[src/rtl/gp_pinmux_pkg.sv]
package gp_pinmux_pkg;
  localparam int unsigned COLL_PINS   = 8;
  localparam int unsigned NUM_CLIENTS = 3;

  localparam logic [2:0] OFF_SEL_LO = 3'd0;
  localparam logic [2:0] OFF_SEL_HI = 3'd1;
  localparam logic [2:0] OFF_DRIVE  = 3'd2;
  localparam logic [2:0] OFF_DATA   = 3'd3;
  localparam logic [2:0] OFF_SENSE  = 3'd6;

  typedef enum logic [1:0] {
    FN_GPIO = 2'd0,
    FN_CL_A = 2'd1,
    FN_CL_B = 2'd2,
    FN_CL_C = 2'd3
  } fn_e;

  typedef logic [COLL_PINS-1:0] pin_vec_t;
endpackage

[src/rtl/gp_pinmux_sync.sv]
module gp_pinmux_sync #(
  parameter int unsigned WIDTH = 8
) (
  input  logic             clk_i,
  input  logic             rst_ni,
  input  logic [WIDTH-1:0] d_i,
  output logic [WIDTH-1:0] q_o
);
  logic [WIDTH-1:0] meta_q, sync_q;
  logic [1:0]       warm_q;

  always_ff @(posedge clk_i or negedge rst_ni) begin
    if (!rst_ni) begin
      meta_q <= '0;
      sync_q <= '0;
      warm_q <= '0;
    end else begin
      meta_q <= d_i;
      sync_q <= meta_q;
      if (warm_q != 2'd2) warm_q <= warm_q + 2'd1;
    end
  end

  assign q_o = sync_q;

  // output is the input two edges earlier
  a_r8_two_stage: assert property (@(posedge clk_i) disable iff (!rst_ni)
    (warm_q == 2'd2) |-> (q_o == $past(d_i, 2)));
endmodule

[src/rtl/gp_pinmux_pin.sv]
module gp_pinmux_pin
  import gp_pinmux_pkg::*;
(
  input  fn_e                    sel_i,
  input  logic                   gpio_oe_i,
  input  logic                   gpio_do_i,
  input  logic [NUM_CLIENTS-1:0] cl_oe_i,
  input  logic [NUM_CLIENTS-1:0] cl_do_i,
  output logic                   pad_oe_o,
  output logic                   pad_do_o
);
  always_comb begin
    unique case (sel_i)
      FN_CL_A: begin pad_oe_o = cl_oe_i[0]; pad_do_o = cl_do_i[0]; end
      FN_CL_B: begin pad_oe_o = cl_oe_i[1]; pad_do_o = cl_do_i[1]; end
      FN_CL_C: begin pad_oe_o = cl_oe_i[2]; pad_do_o = cl_do_i[2]; end
      default: begin pad_oe_o = gpio_oe_i;  pad_do_o = gpio_do_i;  end
    endcase
  end
endmodule

[src/rtl/gp_pinmux_coll.sv]
module gp_pinmux_coll
  import gp_pinmux_pkg::*;
(
  input  logic                                clk_i,
  input  logic                                rst_ni,
  input  logic                                wr_i,
  input  logic [2:0]                          off_i,
  input  logic [7:0]                          wdata_i,
  input  pin_vec_t                            sense_i,
  input  logic [NUM_CLIENTS-1:0][COLL_PINS-1:0] cl_oe_i,
  input  logic [NUM_CLIENTS-1:0][COLL_PINS-1:0] cl_do_i,
  output logic [7:0]                          rdata_o,
  output pin_vec_t                            pad_oe_o,
  output pin_vec_t                            pad_do_o
);
  localparam int unsigned HALF = COLL_PINS / 2;

  fn_e      sel_q [COLL_PINS];
  pin_vec_t drv_q, dat_q;
  logic [2*COLL_PINS-1:0] sel_flat;

  always_ff @(posedge clk_i or negedge rst_ni) begin
    if (!rst_ni) begin
      for (int i = 0; i < COLL_PINS; i++) sel_q[i] <= FN_GPIO;
      drv_q <= '0;
      dat_q <= '0;
    end else if (wr_i) begin
      case (off_i)
        OFF_SEL_LO: for (int i = 0; i < HALF; i++) sel_q[i]      <= fn_e'(wdata_i[2*i +: 2]);
        OFF_SEL_HI: for (int i = 0; i < HALF; i++) sel_q[HALF+i] <= fn_e'(wdata_i[2*i +: 2]);
        OFF_DRIVE:  drv_q <= wdata_i;
        OFF_DATA:   dat_q <= wdata_i;
        default: ;
      endcase
    end
  end

  always_comb begin
    rdata_o = '0;
    case (off_i)
      OFF_SEL_LO: for (int i = 0; i < HALF; i++) rdata_o[2*i +: 2] = sel_q[i];
      OFF_SEL_HI: for (int i = 0; i < HALF; i++) rdata_o[2*i +: 2] = sel_q[HALF+i];
      OFF_DRIVE:  rdata_o = drv_q;
      OFF_DATA:   rdata_o = dat_q;
      OFF_SENSE:  rdata_o = sense_i;
      default:    rdata_o = '0;
    endcase
  end

  for (genvar g = 0; g < COLL_PINS; g++) begin : g_pin
    assign sel_flat[2*g +: 2] = sel_q[g];
    gp_pinmux_pin u_pin (
      .sel_i     (sel_q[g]),
      .gpio_oe_i (drv_q[g]),
      .gpio_do_i (dat_q[g]),
      .cl_oe_i   ({cl_oe_i[2][g], cl_oe_i[1][g], cl_oe_i[0][g]}),
      .cl_do_i   ({cl_do_i[2][g], cl_do_i[1][g], cl_do_i[0][g]}),
      .pad_oe_o  (pad_oe_o[g]),
      .pad_do_o  (pad_do_o[g])
    );
  end

  // a drive write on an all-GPIO collection reaches the pads next cycle
  a_r6_drive_write: assert property (@(posedge clk_i) disable iff (!rst_ni)
    (wr_i && off_i == OFF_DRIVE && sel_flat == '0) |=> (pad_oe_o == $past(wdata_i)));

  // data byte reads back what was written
  a_r4_data_readback: assert property (@(posedge clk_i) disable iff (!rst_ni)
    (wr_i && off_i == OFF_DATA) |=> ((off_i != OFF_DATA) || (rdata_o == $past(wdata_i))));

  // offsets 4..7 hold no writable state
  a_r5_dead_offsets: assert property (@(posedge clk_i) disable iff (!rst_ni)
    (wr_i && off_i[2]) |=> ($stable(sel_flat) && $stable(drv_q) && $stable(dat_q)));
endmodule

[src/rtl/gp_pinmux.sv]
module gp_pinmux
  import gp_pinmux_pkg::*;
#(
  parameter int unsigned          NUM_COLL  = 18,
  parameter int unsigned          ADDR_W    = 8,
  parameter logic [ADDR_W-1:0]    BASE_ADDR = 'h20
) (
  input  logic                            clk_i,
  input  logic                            rst_ni,
  input  logic [ADDR_W-1:0]               bus_addr_i,
  input  logic                            bus_we_i,
  input  logic [7:0]                      bus_wdata_i,
  input  logic                            bus_re_i,
  output logic [7:0]                      bus_rdata_o,
  input  logic [NUM_COLL*COLL_PINS-1:0]   pad_in_i,
  output logic [NUM_COLL*COLL_PINS-1:0]   pad_oe_o,
  output logic [NUM_COLL*COLL_PINS-1:0]   pad_out_o,
  input  logic [NUM_COLL*COLL_PINS-1:0]   cla_oe_i,
  input  logic [NUM_COLL*COLL_PINS-1:0]   cla_out_i,
  input  logic [NUM_COLL*COLL_PINS-1:0]   clb_oe_i,
  input  logic [NUM_COLL*COLL_PINS-1:0]   clb_out_i,
  input  logic [NUM_COLL*COLL_PINS-1:0]   clc_oe_i,
  input  logic [NUM_COLL*COLL_PINS-1:0]   clc_out_i
);
  localparam int unsigned NPINS = NUM_COLL * COLL_PINS;
  localparam int unsigned IDX_W = ADDR_W - 3;

  logic [ADDR_W-1:0] rel;
  logic [IDX_W-1:0]  cidx;
  logic [2:0]        off;
  logic              hit;
  logic [NPINS-1:0]  sense;
  logic [NUM_COLL-1:0] coll_wr;
  logic [7:0]        coll_rdata [NUM_COLL];
  logic [7:0]        rd_mux;
  logic [7:0]        rdata_q;

  assign rel  = bus_addr_i - BASE_ADDR;
  assign cidx = rel[ADDR_W-1:3];
  assign off  = rel[2:0];
  assign hit  = (bus_addr_i >= BASE_ADDR) && (cidx < IDX_W'(NUM_COLL));

  gp_pinmux_sync #(.WIDTH(NPINS)) u_sync (
    .clk_i  (clk_i),
    .rst_ni (rst_ni),
    .d_i    (pad_in_i),
    .q_o    (sense)
  );

  for (genvar c = 0; c < NUM_COLL; c++) begin : g_coll
    logic [NUM_CLIENTS-1:0][COLL_PINS-1:0] cl_oe, cl_do;
    assign cl_oe = {clc_oe_i[c*COLL_PINS +: COLL_PINS],
                    clb_oe_i[c*COLL_PINS +: COLL_PINS],
                    cla_oe_i[c*COLL_PINS +: COLL_PINS]};
    assign cl_do = {clc_out_i[c*COLL_PINS +: COLL_PINS],
                    clb_out_i[c*COLL_PINS +: COLL_PINS],
                    cla_out_i[c*COLL_PINS +: COLL_PINS]};
    assign coll_wr[c] = bus_we_i && hit && (cidx == IDX_W'(c));

    gp_pinmux_coll u_coll (
      .clk_i    (clk_i),
      .rst_ni   (rst_ni),
      .wr_i     (coll_wr[c]),
      .off_i    (off),
      .wdata_i  (bus_wdata_i),
      .sense_i  (sense[c*COLL_PINS +: COLL_PINS]),
      .cl_oe_i  (cl_oe),
      .cl_do_i  (cl_do),
      .rdata_o  (coll_rdata[c]),
      .pad_oe_o (pad_oe_o[c*COLL_PINS +: COLL_PINS]),
      .pad_do_o (pad_out_o[c*COLL_PINS +: COLL_PINS])
    );
  end

  always_comb begin
    rd_mux = '0;
    for (int c = 0; c < NUM_COLL; c++)
      if (cidx == IDX_W'(c)) rd_mux = coll_rdata[c];
  end

  always_ff @(posedge clk_i or negedge rst_ni) begin
    if (!rst_ni)       rdata_q <= '0;
    else if (bus_re_i) rdata_q <= hit ? rd_mux : 8'h00;
  end

  assign bus_rdata_o = rdata_q;

  // a read outside every window returns zero
  a_r5_miss_read: assert property (@(posedge clk_i) disable iff (!rst_ni)
    (bus_re_i && !hit) |=> (bus_rdata_o == 8'h00));

  // read data only changes on a read strobe
  a_r2_read_hold: assert property (@(posedge clk_i) disable iff (!rst_ni)
    !bus_re_i |=> $stable(bus_rdata_o));
endmodule

[config.mk]
export PLATFORM = sky130hd
export DESIGN_NAME = gp_pinmux
export DESIGN_NICKNAME = d
export VERILOG_FILES = /design/src/rtl/gp_pinmux_pkg.sv /design/src/rtl/gp_pinmux_sync.sv /design/src/rtl/gp_pinmux_pin.sv /design/src/rtl/gp_pinmux_coll.sv /design/src/rtl/gp_pinmux.sv
export SDC_FILE = /design/constraint.sdc
export NUM_CORES = 1
export LEC_CHECK = 0
export BUFFER_PORTS_ARGS = -buffer_cell sky130_fd_sc_hd__buf_2
export CORE_AREA = 2 2 515 517
export CTS_CLUSTER_SIZE = 40
export DETAILED_ROUTE_END_ITERATION = 12
export DIE_AREA = 0 0 517 519
export PLACE_DENSITY = 0.39
export SYNTH_ARGS = -nofsm -noshare
export SYNTH_HDL_FRONTEND = slang
export SYNTH_SLANG_ARGS = --single-unit
[constraint.sdc]
create_clock -name clk_i -period 2.62 [get_ports clk_i]
set_input_delay 0.262 -clock clk_i [delete_from_list [all_inputs] [get_ports clk_i]]
set_output_delay 0.262 -clock clk_i [all_outputs]
set_load 0.01 [all_outputs]
# Word level (Yosys, flattened, before mapping)
# Cells that the tools add are included.
# W data, S select, Z words.
[op_classes] n_eq_ne=453 muxes=325 add_sub_neg=1 bitwise_logic=0 div_mod_pow=0 shift=0 n_mul=0 n_reduce_logical=94 order_cmp=2
[ops] cell="$pmux W1 S3" count=288
[ops] cell="$pmux W8 S5" count=18
[ops] cell="$eq A2 B2 Y1 const B" count=288
[ops] cell="$eq A2 B1 Y1 const B" count=144
[ops] cell="$mux W8" count=19
[ops] cell="$reduce_and A2 Y1" count=72
[ops] cell="$eq A5 B4 Y1 const B" count=8
[ops] cell="$eq A5 B3 Y1 const B" count=4
[ops] cell="$logic_and A1 B1 Y1" count=20
[ops] cell="$eq A5 B2 Y1 const B" count=2
[ops] cell="$eq A5 B5 Y1 const B" count=2
[ops] cell="$ge A8 B6 Y1 const B" count=1
[ops] cell="$sub A8 B6 Y8 const B" count=1
[ops] cell="$eq A3 B2 Y1 const B" count=2
[ops] cell="$eq A5 B1 Y1 const B" count=1
[ops] cell="$logic_not A5 Y1" count=1
[ops] cell="$lt A5 B5 Y1 const B" count=1
[ops] cell="$eq A3 B1 Y1 const B" count=1
[ops] cell="$eq A3 B3 Y1 const B" count=1
[ops] cell="$logic_not A3 Y1" count=1
[totals] in_bits=1028 reg_bits=872 mem_bits_rw=0 elab_cells=1058 romBits=0 n_memories=0 latch_bits=0 output_inout_bits=296

# Logic depth before layout (Yosys ltp)
# Gate-level depths: netlist of the first run.
[depth] word_depth=22 depth_mapped=12 ltp_nobuf=9

# Hierarchy
# A second synthesis of the first run with hierarchy kept.
[unflattened] hier_cells=3007 hier_area_um2=47398.0
[modules_own_cells] module="gp_pinmux_coll" seq_area_each_um2=800.8 area_per_inst_um2=1675.4 n_inst=18 cells_per_inst=115
[modules_own_cells] module="gp_pinmux_pin" seq_area_each_um2=0.0 area_per_inst_um2=52.6 n_inst=144 cells_per_inst=2
[modules_own_cells] module="gp_pinmux_sync" seq_area_each_um2=7206.9 area_per_inst_um2=7206.9 n_inst=1 cells_per_inst=288
[modules_own_cells] module="gp_pinmux" seq_area_each_um2=200.2 area_per_inst_um2=2467.4 n_inst=1 cells_per_inst=361

# Least setup slack after synthesis of the first run
# No wires, ideal clock.
[synth_timing] kind="input-to-reg" start="in bus_addr_i[5]" end="reg g_coll[15].u_coll.dat_q[0]" arrival_ns=2.334 stages=8 slack_ns=0.161 setup_time_ns=0.125 n_path_buf=1 required_time_ns=2.495 cell_sequence="inv_1 -> ha_1 -> xor2_1 -> buf_2 -> nor2_1 -> nand3_1 -> nor2_4 -> mux2_2"
[synth_via] elab_chain_len=6 word_cells_on_any_way=8 cone_classes="add/sub (1); order compare (2); eq/ne (1); reduce/logical (4)"
[synth_lines] item="start: declaration" line="gp_pinmux.sv:10" text="input logic [ADDR_W-1:0] bus_addr_i,"
[synth_lines] item="$sub A8 B6 Y8" line="gp_pinmux.sv:38" text="assign rel = bus_addr_i - BASE_ADDR;"
[synth_lines] item="$lt A5 B5 Y1" line="gp_pinmux.sv:41" text="assign hit = (bus_addr_i >= BASE_ADDR) && (cidx < IDX_W'(NUM_COLL));"
[synth_lines] item="$logic_and A1 B1 Y1" line="gp_pinmux.sv:41"
[synth_lines] item="$logic_and A1 B1 Y1" line="gp_pinmux.sv:58" text="assign coll_wr[c] = bus_we_i && hit && (cidx == IDX_W'(c));"
[synth_lines] item="$logic_and A1 B1 Y1 (*)" line="gp_pinmux.sv:58"
[synth_lines] item="$reduce_and A2 Y1 (no source line) (*)"
[synth_lines] item="end signal: assignment" line="gp_pinmux_coll.sv:32" text="OFF_DATA: dat_q <= wdata_i;"
[synth_lines] item="end: declaration" line="gp_pinmux_coll.sv:19" text="pin_vec_t drv_q, dat_q;"
# Every way passes the cells marked *; elsewhere a longest branch is shown, timed or not.
# A chain may end at the register's enable or synchronous reset.

# Worst setup path in the final report of the first run
[layout_timing] start="in bus_addr_i[6]" end="reg rdata_q[4], in the netlist bus_rdata_o[4]"
[layout_via] elab_chain_len=21 word_cells_on_any_way=41 cone_classes="add/sub (1); order compare (2); eq/ne (17); mux (19); reduce/logical (2)"
[layout_lines] item="$sub A8 B6 Y8" line="gp_pinmux.sv:38"
[layout_lines] item="$logic_not A5 Y1" line="gp_pinmux.sv:78" text="if (cidx == IDX_W'(c)) rd_mux = coll_rdata[c];"
[layout_lines] item="$mux W8 (18 in series)" line="gp_pinmux.sv:78"
[layout_lines] item="$mux W8 (*)" line="gp_pinmux.sv:83" text="else if (bus_re_i) rdata_q <= hit ? rd_mux : 8'h00;"
[layout_lines] item="end signal: assignment" line="gp_pinmux.sv:83"
[layout_lines] item="end: declaration" line="gp_pinmux.sv:36" text="logic [7:0] rdata_q;"
# Marked as above.

==> out/summary.txt, run 1 <==
critical path arrival: 3.26 ns
Horiz. Die Dim: 517 µm
area leader, netlist: dfrtp_1
via count: 36500
vias in the first global route: 39000
starting density of the core: 17.1%
DP Area: 58800 µm²
critical path class: in2reg
CTS H-tree depth: 3
crit end category: flop
Int Pwr: 25.9 mW
Final Cycle Share: 98.7%
synth-to-layout area growth: 42.8%
Sw Pwr: 10.1 mW
Overflow after GRT: 0
required time of the critical path: 3.30 ns
crit path max fanout: 6
Pwr Density: 560 nW/µm²
ys flop type: dfrtp_1
number of synthesized flops with an enable pin: 0
ys async rst share: 100%
share of layout cells above drive strength 1: 63.6%
flop2flop setup slack: 0.09 ns
Final Util: 24.4%
Core Rows: 189
Mapped Area: 45100 µm²
nets@finish: 5787
Via-to-Cell Ratio: 4.32
Final Instance Area: 64400 µm²
clk buf depth: 3
clk_lat worst skew: 0.79 ns
clock-pin slew on the worst setup and hold paths: 0.06 ns
Die Area: 268000 µm²
GRT Total Usage: 21.8%
Iter 0 DRT Violations: 2461
sequential-to-total area share from yosys stat: 48.4%
Min Clock Period, post-route: 2.58 ns
Port Buffer Count: 1323
Sw Ratio: 28.0%
filler cell count in the final layout: 28200
routed len/inst: 35.5 µm
Pwr Total: 36.0 mW
Mapped Cells: 3108
MaxCap Viol Count: 0
final setup violating endpoints: 0
LEAKAGE: 30.2 nW
Rel. slew slack: 43.5%
CTS root buffer: clkbuf_16
Synth Register Bits: 872
RSZ-0062 raised after global routing: false
FMAX: 0.387 GHz
DP Wirelength: 250 mm
DRC Markers: 0
measured slew at the worst slew-check pin: 0.848 ns
CTS tree: done
largest net degree at the start of global routing: 117
boundary pin count: 1324
drt total wl: 299 mm
initial antenna violation count: 142
core area: 263000 µm²
post-synthesis area per instance: 14.5 µm²
top cell type's share of synthesized area: 48.4%
Fin. Hold Viols: 0
maximum VDD drop: 482 µV
clock power share: 45.2%
Worst Skew: 0.0415 ns
distinct cell type count of the synthesized netlist: 74
Worst Setup Start Kind: input port
TritonCTS Sinks: 872
status: finished, final reports clean
part of the power in registers: 40.4%
detailed-router iteration count before antenna repair: 8
Die Y: 519 µm
ANT nets after route: 0
Worst Hold Class: in2reg
clock buffer count from CTS: 110
Area contributors post-synth: dfrtp_1, mux4_2, mux2_2
Placer Congestion: 0.915
Slew Viols, Final: 0
first-pass GRT wire length: 386 mm
Ys Warns: 0
logic gate share of total power: 14.4%
Mapped Nets: 4141
==> registers in the layout, summed over array words and instances, names as in the netlist <==
| register | count |
|---|---|
| bus_rdata_o | 8 |
| g_coll.u_coll.dat_q | 144 |
| g_coll.u_coll.drv_q | 144 |
| g_coll.u_coll.sel_flat | 288 |
| u_sync.meta_q | 144 |
| u_sync.q_o | 144 |
==> power by group through the flow <==
stage / Combinational, mW / Sequential, mW / Clock (mW)
after floorplan: 2.09 / 14.5 / 0
after global placement: 5.05 / 14.8 / 0
after detailed placement: 5.06 / 14.8 / 0
after CTS: 5.32 / 14.6 / 16.8
after global routing: 5.51 / 14.6 / 17.3
final: 5.18 / 14.6 / 16.3
==> layout by cell type, fill, tap and decap left out, types with 24 or more instances in the layout <==
cell type      instances
a21oi_1               94
a22oi_1               25
buf_12               124
buf_2               1311
buf_4                413
clkbuf_1              24
clkbuf_16            110
dfrtp_1              868
diode_2               61
dlygate4sd3_1        148
mux2_2               596
mux2i_1              122
mux4_2               346
nand2_1               68
nand3_1               41
nor2_1                57
nor2_2                25
nor2_4                30
o21ai_0               56
o22ai_1               28
o2bb2ai_1             29
==> cells in the mapped netlist (all sizes together), types with 13 or more instances <==
master     n
nand2     74
clkbuf    96
nor2     126
or3       13
o22ai     28
o21ai     61
a21oi     94
a221oi    23
nand3     42
mux4     346
o211ai    15
a22oi     26
o2bb2ai   29
mux2i    123
buf      370
dfrtp    872
and3      23
mux2     598
nor3      26
==> cell families after synthesis <==
family	after synthesis	share of synthesized area (%)
xor gates and xnor gates	2	0.0388
buffers and inverters	474	6.72
AOI/OAI and AO/OA	351	5.20
adders and majority gates	5	0.139
muxes	1067	34.9
DFF	872	48.4
and+or+nand+nor	337	4.59
==> metal layers <==
metal  part of all wire (%)  GRT usage (%)  wire [µm]  vias up
met3                    6.8           5.30      20200      388
met1                     41           27.1     123000    19400
li1                       -              -          -    15000
met4                    3.6           7.15      10800       30
met5                  0.063              0        190        -
met2                     48           36.7     145000     1593
==> critical path, cell delays in order <==
cell and delay (ns):
buf_2 0.18, inv_1 0.10, ha_1 0.24, xor2_2 0.32, buf_4 0.21, or3_1 0.41, nor2_1 0.14, nor4_2 0.47
a211oi_2 0.19, buf_4 0.17, o41a_1 0.39, o21ai_0 0.16
==> layout make-up <==
type,count,area (µm²),share of cell area [%]
Timing Repair Buffer,2000,13700,21.3
Clock inverter,56,820,1.27
Tap cell,3533,4420,6.86
Sequential cell,872,21800,33.9
Antenna cell,61,153,0.237
Multi-Input combinational cell,1762,20400,31.7
Inverter,8,32.5,0.0505
Clock buffer,147,3020,4.69
==> final timing paths <==
check,startpoint,depth (start not counted),endpoint
hold / removal,bus_re_i,4,bus_rdata_o[0]
setup / recovery,bus_addr_i[6],12,bus_rdata_o[4]
setup reg to reg,g_coll[3].u_coll.sel_flat[4],8,bus_rdata_o[4]
hold reg to reg,u_sync.meta_q[22],0,u_sync.q_o[22]
max in group asynchronous,rst_ni,4,g_coll[13].u_coll.dat_q[4]
min in group asynchronous,rst_ni,3,g_coll[4].u_coll.drv_q[7]
==> stage by stage <==
step                      TNS [ns]  hold slack (ns)  setup WS [ns]  instances
after floorplan                  0          -0.0336          0.161       3108
after global placement     -149.00            0.251          -1.18       8027
after detailed placement   -123.51            0.249          -1.09       8027
after CTS                        0          0.00907        0.00331       8378
after global routing             0           0.0729        0.00499       8419
final                            0            0.119         0.0352       8439
==> what timing repair did <==
action,4_1_cts,5_1_grt
endpoints found under the hold margin,440,0
pin swaps,1,2
resized for setup,14,8
hold buffers,148,0
setup endpoints to repair,7,5
setup buffers,0,0
Note: power is estimated with default switching activity, not from simulation.
==> run 2: changes to the inputs <==
==> constraint.sdc (replaced) <==
create_clock -name clk_i -period 2.62 [get_ports clk_i]
set_input_delay 0.262 -clock clk_i [delete_from_list [all_inputs] [get_ports clk_i]]
set_output_delay 0.262 -clock clk_i [all_outputs]
set_load 0.05 [all_outputs]
==> out/summary.txt, run 2 (synthesis gave the netlist of run 1 again) <==
WHS: 0.0713 ns (-0.0476 ns)
Iter 0 DRT Violations: 2629 (+6.8%)
worst reg2reg startpoint: g_coll[7].u_coll.dat_q[3]
core area: 263000 µm² (unchanged)
CTS tree: done
CTS root buffer: clkbuf_16
Slew Viols, Final: 0 (unchanged)
CTS H-tree depth: 3 (unchanged)
M2 GR Usage: 36.4% (-0.30 points)
drt total wl: 299 mm (about the same)
routed len/inst: 35.4 µm (about the same)
Sw Ratio: 29.9% (+1.9 points)
Port Buffer Count: 1323 (unchanged)
crit end category: flop
Pwr Density: 566 nW/µm² (+1.2%)
Sw Pwr: 10.9 mW (+7.8%)
Core Rows: 189 (unchanged)
flop2flop setup slack: 0.09 ns (about the same)
starting density of the core: 17.1% (unchanged)
DP Area: 58800 µm² (about the same)
Placed Cells: 8026 (-0.012%)
critical path arrival: 3.18 ns (-0.08 ns)
clk buf depth: 3 (unchanged)
Final Cycle Share: 96.7% (-2.0 points)
setup TNS: 0 ns (unchanged)
share of layout cells above drive strength 1: 63.7% (+0.092 points)
vias in the first global route: 38600 (-1.0%)
status: finished, final reports clean
Rel. slew slack: 37.9% (-5.5 points)
Post-CTS Setup Bufs: 0 (unchanged)
LEAKAGE: 30.1 nW (-0.29%)
Die Area: 268000 µm² (unchanged)
clock-pin slew on the worst setup and hold paths: 0.06 ns (about the same)
DP Wirelength: 250 mm (about the same)
Horiz. Die Dim: 517 µm (unchanged)
FMAX: 0.395 GHz (+2.0%)
GRT Total Usage: 21.8% (-0.028 points)
final setup violating endpoints: 0 (unchanged)
TritonCTS Sinks: 872 (unchanged)
M1 GR Usage: 27.4% (+0.30 points)
clock buffer count from CTS: 109 (-0.91%)
crit path max fanout: 3 (-3)
Int Pwr: 25.5 mW (-1.7%)
DRC Markers: 0 (unchanged)
Pwr Total: 36.4 mW (+0.94%)
area used by multi-input combinational logic: 20400 µm² (about the same)
Die Y: 519 µm (unchanged)
Fin. Hold Viols: 0 (unchanged)
Via-to-Cell Ratio: 4.31 (-0.38%)
initial antenna violation count: 148 (+4.2%)
Final Instance Area: 64200 µm² (-0.25%)
maximum VDD drop: 504 µV (+4.6%)
clock power share: 43.2% (-2.0 points)
most frequent cells in the layout: buf_2, dfrtp_1, mux2_2, buf_4, mux4_2
gr busiest metal: met2
Worst Setup Start Kind: flop
via count: 36400 (-0.32%)
measured slew at the worst slew-check pin: 0.931 ns (+0.0827 ns)
pre-CTS setup slack: -1.08 ns (+0.0159 ns)
logic gate share of total power: 16.8% (+2.4 points)
synth-to-layout area growth: 42.4%
clk_lat worst skew: 0.76 ns (-0.03 ns)
filler cell count in the final layout: 28200 (+0.15%)
Min Clock Period, post-route: 2.53 ns (-0.0515 ns)
Final Util: 24.4% (-0.061 points)
boundary pin count: 1324 (unchanged)
ANT nets after route: 0 (unchanged)
Worst Reg-to-Reg Cells: 7 (-1)
Worst Hold Class: in2async
worst flop-to-flop path endpoint: bus_rdata_o[3]
worst setup margin: 0.0867 ns (+0.0515 ns)
detailed-router iteration count before antenna repair: 6 (-2)
Overflow after GRT: 0 (unchanged)
part of the power in registers: 40.0% (-0.4 points)
required time of the critical path: 3.27 ns (-0.03 ns)
nets@finish: 5783 (-0.069%)
max FFs per register: 288 (unchanged)
Worst Skew: 0.0415 ns (+0.0000594 ns)
RSZ-0062 raised after global routing: false
most common cell after layout, fill and taps aside: buf_2
MaxCap Viol Count: 0 (unchanged)
met3 usage: 4.86% (-0.44 points)
Layout Cells excl Fill: 8444 (+0.059%)
Placer Congestion: 0.916 (about the same)
critical path class: reg2reg
first-pass GRT wire length: 385 mm (-0.24%)
FF/Latch Area: 21800 µm² (unchanged)
largest net degree at the start of global routing: 117 (unchanged)
## run 2: how the worst max path moves through the flow
stage / depth (start not counted) / from / endpoint / slack (ns)
final: 7 / g_coll[7].u_coll.dat_q[3] / bus_rdata_o[3] / 0.09
after global routing: 7 / g_coll[2].u_coll.sel_flat[13] / bus_rdata_o[5] / 0.01
after CTS: 10 / g_coll[0].u_coll.sel_flat[12] / bus_rdata_o[4] / 0.001
after detailed placement: 14 / bus_addr_i[0] / bus_rdata_o[6] / -1.08
after global placement: 12 / bus_addr_i[6] / bus_rdata_o[4] / -1.15
after floorplan: 8 / bus_addr_i[5] / g_coll[15].u_coll.dat_q[0] / 0.16
## run 2: power by group through the flow
stage	clock network, mW	registers, mW	logic, mW
after global routing	16.6	14.6	6.45
after floorplan	0	14.5	3.02
after detailed placement	0	14.8	6.01
final	15.7	14.6	6.11
after CTS	16.2	14.6	6.26
after global placement	0	14.8	5.99
## run 2: area by class of cell
| class | count | area share (%) |
|---|---|---|
| antenna | 73 | 0.284 |
| multi-input combinational | 1762 | 31.8 |
| inverter | 8 | 0.0506 |
| clock inverter | 48 | 0.834 |
| tap | 3533 | 6.88 |
| sequential | 872 | 34.0 |
| timing repair buffer | 1997 | 21.3 |
| clock buffer | 151 | 4.91 |
## run 2: worst max-delay path: stages, from the launching register on
cell and delay (ns):
dfrtp_1 0.50, mux2_2 0.35, a22o_1 0.18, a21oi_1 0.35, o32ai_1 0.13, o31a_1 0.33, a211o_1 0.29, a221o_1 0.32
## run 2: routing by layer
layer	up-vias	part of all wire [%]
met2	1657	48
met4	24	3.8
met3	413	6.6
met5	-	0.053
met1	19200	41
li1	15100	-
## run 2: what timing repair did
item / in CTS / in global routing
hold buffers: 146 / 0
setup endpoints to repair: 9 / 4
pin swaps: 1 / 0
hold endpoints to repair: 299 / 0
gates resized for setup: 13 / 6
==> run 3: changes to the inputs <==
--- a/config.mk
+++ b/config.mk
@@ -10,6 +10,7 @@
 export CTS_CLUSTER_SIZE = 40
 export DETAILED_ROUTE_END_ITERATION = 12
 export DIE_AREA = 0 0 517 519
+export MAX_ROUTING_LAYER = met4
 export PLACE_DENSITY = 0.39
 export SYNTH_ARGS = -nofsm -noshare
 export SYNTH_HDL_FRONTEND = slang
==> out/summary.txt, run 3 (synthesis gave the netlist of run 1 again) <==
status: finished, final reports clean
Placed Cells: 8031 (+0.062%)
final setup violating endpoints: 0 (unchanged)
clk buf depth: 3 (unchanged)
setup TNS: 0 ns (unchanged)
part of the power in registers: 38.9% (-1.1 points)
CTS H-tree depth: 3 (unchanged)
hold path start: bus_wdata_i[2]
Sw Pwr: 11.0 mW (+0.88%)
Fin. Hold Viols: 0 (unchanged)
detailed-router iteration count before antenna repair: 6 (unchanged)
Die Area: 268000 µm² (unchanged)
Final Util: 24.5% (+0.12 points)
crit end category: flop
pre-CTS setup slack: -1.30 ns (-0.222 ns)
clock buffer count from CTS: 110 (+0.92%)
TritonCTS Sinks: 872 (unchanged)
nets@finish: 5788 (+0.086%)
initial antenna violation count: 148 (unchanged)
FMAX: 0.385 GHz (-2.5%)
largest net degree at the start of global routing: 76 (-35%)
boundary pin count: 1324 (unchanged)
Via-to-Cell Ratio: 4.31 (+0.13%)
clk_lat worst skew: 0.77 ns (about the same)
CTS tree: done
CTS root buffer: clkbuf_16
Post-CTS Setup Bufs: 0 (unchanged)
Worst Setup Start Kind: input port
MaxCap Viol Count: 0 (unchanged)
Rel. slew slack: 37.7% (-0.28 points)
worst setup margin: 0.0205 ns (-0.0662 ns)
DP Area: 58900 µm² (about the same)
Iter 0 DRT Violations: 2377 (-9.6%)
share of layout cells above drive strength 1: 63.8% (+0.14 points)
measured slew at the worst slew-check pin: 0.925 ns (-0.00557 ns)
Overflow after GRT: 0 (unchanged)
Pwr Density: 580 nW/µm² (+2.5%)
Worst Skew: 0.0583 ns (+0.0167 ns)
routed len/inst: 35.8 µm (+0.97%)
Horiz. Die Dim: 517 µm (unchanged)
critical path arrival: 3.28 ns (+0.10 ns)
drt total wl: 303 mm (+1.1%)
Port Buffer Count: 1323 (unchanged)
vias in the first global route: 38600 (+0.052%)
ANT nets after route: 0 (unchanged)
synth-to-layout area growth: 43.1%
Worst Hold Class: in2reg
Core Rows: 189 (unchanged)
Die Y: 519 µm (unchanged)
Int Pwr: 26.5 mW (+4.0%)
Sw Ratio: 29.3% (-0.63 points)
Min Clock Period, post-route: 2.60 ns (+0.0662 ns)
max FFs per register: 288 (unchanged)
via count: 36500 (+0.31%)
clock-pin slew on the worst setup and hold paths: 0.06 ns (about the same)
LEAKAGE: 30.3 nW (+0.56%)
DP Wirelength: 253 mm (+1.0%)
Final Instance Area: 64600 µm² (+0.51%)
maximum VDD drop: 459 µV (-8.9%)
core area: 263000 µm² (unchanged)
first-pass GRT wire length: 388 mm (+0.78%)
crit path from: bus_addr_i[5]
RSZ-0062 raised after global routing: false
Final Cycle Share: 99.2% (+2.5 points)
clock power share: 44.7% (+1.5 points)
most common cell after layout, fill and taps aside: buf_2
worst reg2reg startpoint: g_coll[2].u_coll.sel_flat[12]
DRC Markers: 0 (unchanged)
starting density of the core: 17.1% (unchanged)
critical path class: in2reg
Layout Cells excl Fill: 8459 (+0.18%)
most frequent cells in the layout: buf_2, dfrtp_1, mux2_2, buf_4, mux4_2
Slew Viols, Final: 0 (unchanged)
required time of the critical path: 3.30 ns (+0.03 ns)
logic gate share of total power: 16.4% (-0.4 points)
crit path max fanout: 7 (+4)
GRT Total Usage: 22.6% (+0.84 points)
Placer Congestion: 0.950 (+3.7%)
==> run 3: path summary, 6_finish.rpt <==
check                      depth (start not counted)  slack, ns                             end
max                                               12       0.02                  bus_rdata_o[4]
min                                                2       0.10  g_coll[17].u_coll.sel_flat[10]
max reg2reg                                        8       0.04                  bus_rdata_o[4]
min reg2reg                                        0       0.32                  u_sync.q_o[20]
max in group asynchronous                          3       1.37  g_coll[17].u_coll.sel_flat[15]
min in group asynchronous                          2       0.16               u_sync.meta_q[91]
==> run 3: power groups by stage <==
stage / registers (mW) / clock network [mW] / logic [mW]
2_1_floorplan: 14.5 / 0 / 3.02
3_3_place_gp: 14.8 / 0 / 6.01
3_5_place_dp: 14.8 / 0 / 6.02
4_1_cts: 14.6 / 17.3 / 6.27
5_1_grt: 14.6 / 17.8 / 6.46
6_report: 14.6 / 16.8 / 6.14
==> run 3: metal layers <==
metal	global-route usage (%)	vias to the layer above	wire [µm]
li1	-	15100	-
met1	27.4	19400	126000
met2	36.9	1608	146000
met3	4.91	430	19300
met4	7.68	0	11600
met5	-	-	0
==> run 3: worst max-delay path: stages <==
cell and delay (ns):
buf_2 0.21, inv_1 0.08, ha_1 0.25, xor2_2 0.28, buf_4 0.21, or3_1 0.18
nand2_1 0.22, nor4_4 0.63, a211oi_2 0.17, buf_4 0.16, o41a_1 0.42, o21ai_0 0.19
==> run 3: per-stage QoR <==
stage / power (mW) / hold WS (ns)
after global placement: 20.8 / 0.320
after CTS: 38.1 / 0.0327
after floorplan: 17.6 / -0.0336
after detailed placement: 20.8 / 0.319
after global routing: 38.8 / 0.0491
final: 37.5 / 0.103
==> run 3: what timing repair did <==
| action | CTS | global route |
|---|---|---|
| pin swaps | 1 | 1 |
| hold endpoints to repair | 564 | 0 |
| hold buffers | 145 | 0 |
| gates resized for setup | 13 | 10 |
| setup endpoints to repair | 7 | 5 |
==> run 3: layout make-up <==
type,instances,area [µm²]
clock inverter,55,883
timing repair buffer,2001,13700
antenna,83,208
fill,28100,199000
multi-input combinational,1762,20500
inverter,8,32.5
sequential,872,21800
clock buffer,145,3070
tap,3533,4420
